`src/rtl/meas_seq_pkg.sv`:
```
package meas_seq_pkg;

    parameter int SQ_W    = 8;
    parameter int NUM_WIN = 4;

    typedef enum logic [0:0] {
        SQ_IDLE = 1'b0,
        SQ_RUN  = 1'b1
    } sq_state_e;

    // configuration captured at each cycle boundary
    typedef struct packed {
        logic [SQ_W-1:0] div;
        logic [SQ_W-1:0] per;
        logic [SQ_W-1:0] adc_at;
        logic [NUM_WIN-1:0][SQ_W-1:0] on_t;
        logic [NUM_WIN-1:0][SQ_W-1:0] off_t;
    } seq_cfg_t;

endpackage

```
`src/rtl/seq_tick_div.sv`:
```
module seq_tick_div #(
    parameter int W = 8
) (
    input  logic         clk,
    input  logic         rst_n,
    input  logic         en,
    input  logic         tick,
    input  logic [W-1:0] div,
    output logic         step
);
    logic [W-1:0] dcnt;

    assign step = en && tick && (dcnt == div);

    always_ff @(posedge clk or negedge rst_n) begin
        if (!rst_n) begin
            dcnt <= '0;
        end else if (!en) begin
            dcnt <= '0;
        end else if (tick) begin
            dcnt <= (dcnt == div) ? '0 : dcnt + W'(1);
        end
    end
endmodule

```
`src/rtl/seq_window.sv`:
```
module seq_window #(
    parameter int W = 8
) (
    input  logic         en,
    input  logic [W-1:0] cnt,
    input  logic [W-1:0] on_t,
    input  logic [W-1:0] off_t,
    output logic         act
);
    // half-open window; on >= off yields an empty window
    assign act = en && (cnt >= on_t) && (cnt < off_t);
endmodule

```
`src/rtl/meas_seq_top.sv`:
```
module meas_seq_top
    import meas_seq_pkg::*;
(
    input  logic            clk,
    input  logic            rst_n,
    input  logic            tick_1us,
    input  logic            run_en,
    input  logic [SQ_W-1:0] cfg_div,
    input  logic [SQ_W-1:0] cfg_per,
    input  logic [SQ_W-1:0] led_on_t,
    input  logic [SQ_W-1:0] led_off_t,
    input  logic [SQ_W-1:0] dp_on_t,
    input  logic [SQ_W-1:0] dp_off_t,
    input  logic [SQ_W-1:0] dn_on_t,
    input  logic [SQ_W-1:0] dn_off_t,
    input  logic [SQ_W-1:0] int_on_t,
    input  logic [SQ_W-1:0] int_off_t,
    input  logic [SQ_W-1:0] adc_at_t,
    output logic            led_drv,
    output logic            demod_pos,
    output logic            demod_neg,
    output logic            integ_en,
    output logic            adc_go,
    output logic            seq_done
);
    localparam int WI_LED = 0;
    localparam int WI_POS = 1;
    localparam int WI_NEG = 2;
    localparam int WI_INT = 3;

    sq_state_e       st, st_nx;
    seq_cfg_t        cfg_q, cfg_in;
    logic [SQ_W-1:0] cnt;
    logic            running, step, last, start_ok, load;
    logic            cnt_new, done_q;
    logic [NUM_WIN-1:0] win;

    always_comb begin
        cfg_in.div            = cfg_div;
        cfg_in.per            = cfg_per;
        cfg_in.adc_at         = adc_at_t;
        cfg_in.on_t[WI_LED]   = led_on_t;
        cfg_in.off_t[WI_LED]  = led_off_t;
        cfg_in.on_t[WI_POS]   = dp_on_t;
        cfg_in.off_t[WI_POS]  = dp_off_t;
        cfg_in.on_t[WI_NEG]   = dn_on_t;
        cfg_in.off_t[WI_NEG]  = dn_off_t;
        cfg_in.on_t[WI_INT]   = int_on_t;
        cfg_in.off_t[WI_INT]  = int_off_t;
    end

    assign running  = (st == SQ_RUN);
    assign start_ok = run_en && (cfg_per != '0);
    assign last     = (cnt == cfg_q.per - SQ_W'(1));

    seq_tick_div #(.W(SQ_W)) u_div (
        .clk   (clk),
        .rst_n (rst_n),
        .en    (running),
        .tick  (tick_1us),
        .div   (cfg_q.div),
        .step  (step)
    );

    // next-state logic: start, wrap, halt
    always_comb begin
        st_nx = st;
        load  = 1'b0;
        unique case (st)
            SQ_IDLE: begin
                if (start_ok) begin
                    st_nx = SQ_RUN;
                    load  = 1'b1;
                end
            end
            SQ_RUN: begin
                if (step && last) begin
                    if (start_ok) begin
                        load = 1'b1;
                    end else begin
                        st_nx = SQ_IDLE;
                    end
                end
            end
            default: st_nx = SQ_IDLE;
        endcase
    end

    // state register
    always_ff @(posedge clk or negedge rst_n) begin
        if (!rst_n) begin
            st <= SQ_IDLE;
        end else begin
            st <= st_nx;
        end
    end

    // counter, captured configuration and pulse flags
    always_ff @(posedge clk or negedge rst_n) begin
        if (!rst_n) begin
            cnt     <= '0;
            cfg_q   <= '0;
            cnt_new <= 1'b0;
            done_q  <= 1'b0;
        end else begin
            if (load || (step && last)) begin
                cnt <= '0;
            end else if (step) begin
                cnt <= cnt + SQ_W'(1);
            end
            if (load) begin
                cfg_q <= cfg_in;
            end
            cnt_new <= load || step;
            done_q  <= running && step && last;
        end
    end

    genvar gi;
    generate
        for (gi = 0; gi < NUM_WIN; gi++) begin : g_win
            seq_window #(.W(SQ_W)) u_win (
                .en    (running),
                .cnt   (cnt),
                .on_t  (cfg_q.on_t[gi]),
                .off_t (cfg_q.off_t[gi]),
                .act   (win[gi])
            );
        end
    endgenerate

    // outputs
    always_comb begin
        led_drv   = win[WI_LED];
        demod_pos = win[WI_POS];
        demod_neg = win[WI_NEG];
        integ_en  = win[WI_INT];
        adc_go    = running && cnt_new && (cnt == cfg_q.adc_at);
        seq_done  = done_q;
    end
endmodule

```
`config.mk`:
```
export PLATFORM = sky130hd
export DESIGN_NAME = meas_seq_top
export DESIGN_NICKNAME = d
export VERILOG_FILES = /design/src/rtl/meas_seq_pkg.sv /design/src/rtl/seq_tick_div.sv /design/src/rtl/seq_window.sv /design/src/rtl/meas_seq_top.sv
export SDC_FILE = /design/constraint.sdc
export NUM_CORES = 1
export LEC_CHECK = 0
export ABC_AREA = 1
export CORE_ASPECT_RATIO = 0.8
export CORE_MARGIN = 3
export CORE_UTILIZATION = 60
export CTS_BUF_LIST = sky130_fd_sc_hd__clkbuf_4 sky130_fd_sc_hd__clkbuf_8
export DETAILED_ROUTE_END_ITERATION = 8
export DONT_BUFFER_PORTS = 1
export GPL_ROUTABILITY_DRIVEN = 0
export GPL_TIMING_DRIVEN = 0
export PLACE_DENSITY_LB_ADDON = 0.12
export SLEW_MARGIN = 20
export SYNTH_ARGS = -nofsm -noshare
export SYNTH_HDL_FRONTEND = slang
export SYNTH_SLANG_ARGS = --single-unit
```
`constraint.sdc`:
```
create_clock -name clk -period 2.8 [get_ports clk]
set_input_delay 0.56 -clock clk [delete_from_list [all_inputs] [get_ports clk]]
set_output_delay 0.56 -clock clk [all_outputs]
set_load 0.02 [all_outputs]
```
==> results.yml <==
setup_path:
  crit_path_top_delay_cell: "dfrtp_2"
  cp_max_fo: 5
  max_stage_delay_ns: 0.44
  arrival_ns: 2.20
  path_cells: "clkinvlp_4 -> ha_1 -> inv_1 -> a21oi_1 -> o21ai_1 -> nand2_1 -> o2111ai_2 -> nand2_1 -> nor3_4"
  cp-end-kind: "output pin"
  crit_type: "reg -> out"
  startpoint_type: "flop"
  critPathRequiredTime_ns: 2.24
  path_common_cell: "nand2_1"
sta:
  finalHoldViolations: 107
  period_share_pct: 98.7
  fmax_mhz: 362
  fin_skew_ns: 0.0171
  setup_viol: 0
  tightest_slew_ns: 0.523
  relSlewSlack_pct: 65.1
  rsz0062_at_grt: "yes"
  fin_crit_ns: 2.76
  slew_violations: 0
  whs_ns: -0.128
outcome:
  status: "finished with violations"
  violations: "hold timing"
route:
  drc: 0
  avgViaCountPerCell: 5.61
  vias: 5613
  totalWireLength_um: 16400
  ant_nets: 0
  drt_first_pass_iters: 5
  first_iter_violations: 445
  routedWlPerCell_um: 16.4
final_layout:
  post-route-util_pct: 68.9
  final.fill_count: 879
  final_cell_mix: "267 x nand2_1, 102 x nand3_1, 99 x dfrtp_1, 94 x inv_1, 61 x ha_1"
  antenna_cells: 0
  layout_commonest_cell: "nand2_1"
  fin_cells: 1000
  areaGrowthSynthToFinish_pct: 10.6
  drive_gt1_share_pct: 10.0
  final_nets: 1010
global_routing:
  antenna_found_initial: 0
  track_usage_pct: 27.6
  grt_pass1_vias: 5426
  overflow: 0
  grt_pass1_wl_um: 26200
  grt_max_degree: 108
floorplan:
  die_area_um2: 12100
  core_area_um2: 10400
  fp.dieW_um: 122
  die_h_um: 98.9
  ios: 98
  row_count: 33
  initial_utilization_pct: 62.2
power:
  leakage_nw: 3.79
  powerDensity_nw_per_um2: 642
  max-vdd-ir-drop_mv: 0.384
synthesis:
  yosysWarnings: 0
  synth_cell_type_count: 31
  ys_seq_area_share_pct: 41.3
  syn_nets: 982
  ys_ff_latch: 107
  syn-cell-area_um2: 6480
  netlist_instances: 827
  avgSynthCellArea_um2: 7.83
placement:
  io_buffer_count: 0
  placed_cells: 967
  dpl.hpwl_um: 11500
cts:
  clk_pin_slew_ns: 0.10
  clockBufferDepth: 2
  cts_root_buf: "clkbuf_8"
  htreeDepth: 3
  cts_buffers: 9
  cts_sinks: 107
  clkLatencyLatePin_ns: 0.39
  tritoncts: "done"
run:
  maxCapViolations: 0
hold_path:
  hp-class: "in -> async"
## cell usage after synthesis (all sizes together)
cell | n | area, µm²
nand4 | 6 | 52.6
buf | 16 | 96.3
a21oi | 32 | 160
a22o | 1 | 8.76
inv | 98 | 368
nor3 | 9 | 45.0
clkbuf | 15 | 57.6
ha | 63 | 788
dfrtp | 107 | 2680
nand3 | 102 | 510
o21ai | 20 | 100
xnor2 | 14 | 123
nor4 | 2 | 12.5
nand2 | 271 | 1020
xor2 | 15 | 131
a211oi | 1 | 7.51
o22ai | 8 | 50.1
a221oi | 1 | 8.76
o211ai | 1 | 7.51
nor3b | 4 | 30.0
o2111ai | 11 | 96.3
nor2 | 30 | 125
## critical path, delay by kind of cell, from the launching register on
kind / cells / cell delay (ns)
AND/OR/NAND/NOR: 3 / 0.55
flip-flops: 1 / 0.44
buffers and inverters: 2 / 0.29
AO/OA/AOI/OAI: 3 / 0.27
adder cells (fa/ha/maj): 1 / 0.26
## where the power goes
group          switching (mW)  internal, mW
Clock                   0.539         0.472
Sequential              0.138          1.63
Combinational            1.03         0.784
## through the flow
step                      hold WS (ns)  TNS (ns)  setup WS (ns)  cell area (µm²)  power, mW
after floorplan                  0.264         0          0.516             6480       2.76
after global placement           0.267         0        0.00420             6650       3.06
after detailed placement         0.268  -0.00792       -0.00792             6650       3.13
after CTS                       -0.164   -0.0127        -0.0127             6940       4.27
after global routing            -0.174    -0.150        -0.0392             7170       4.86
final                           -0.128         0         0.0374             7170       4.60
## kinds of logic (layout without fill, tap and decap cells)
group           after synthesis  count (layout)  share of synthesized area (%)
compound gates               75              75                           6.78
simple gates                424             424                           27.7
flops                       107             107                           41.3
buf+inv                     129             162                           8.06
fa+ha+maj                    63              63                           12.2
xor+xnor                     29              29                           3.92
## area by class of cell
class | count | area [µm²] | share of cell area [%]
timing repair buffer | 17 | 156 | 2.18
tap | 140 | 175 | 2.44
inverter | 98 | 372 | 5.19
multi-input combinational | 591 | 3400 | 47.5
buffer | 31 | 154 | 2.15
clock inverter | 4 | 48.8 | 0.681
clock buffer | 12 | 159 | 2.22
sequential | 107 | 2700 | 37.6
## worst paths after layout
| check | startpoint | cells after the start | to | slack (ns) |
|---|---|---|---|---|
| worst max-delay path | cnt[0] | 9 | integ_en | 0.04 |
| worst min-delay path | rst_n | 0 | cfg_q[42] | -0.13 |
| worst max register to register | cnt[3] | 13 | cfg_q[78] | 0.18 |
| worst min register to register | cfg_q[4] | 2 | cfg_q[4] | 0.52 |
| max in group asynchronous | rst_n | 0 | cfg_q[66] | 2.75 |
| min in group clk | cfg_div[5] | 2 | cfg_q[85] | 0.27 |
## per-layer routing
| layer | vias to the layer above | wire length, µm | GRT usage [%] |
|---|---|---|---|
| met5 | - | 0 | 0 |
| met4 | 0 | 232 | 7.66 |
| met3 | 23 | 1170 | 6.43 |
| met2 | 203 | 7740 | 43.0 |
| met1 | 2645 | 7260 | 38.8 |
| li1 | 2742 | - | - |
## what timing repair did
| action | CTS | global route |
|---|---|---|
| buffers inserted | 2 | 15 |
| pin swaps | 0 | 7 |
| resized for setup | 18 | 27 |
| hold endpoints to repair | 107 | 107 |
| endpoints found under the setup margin | 5 | 4 |
## state kept, by name (all words and copies together) (netlist names)
name and count:
cnt 8, cfg_q 88, u_div.dcnt 8, running 1
seq_done 1, cnt_new 1
Power figures use the tool's default switching activity.
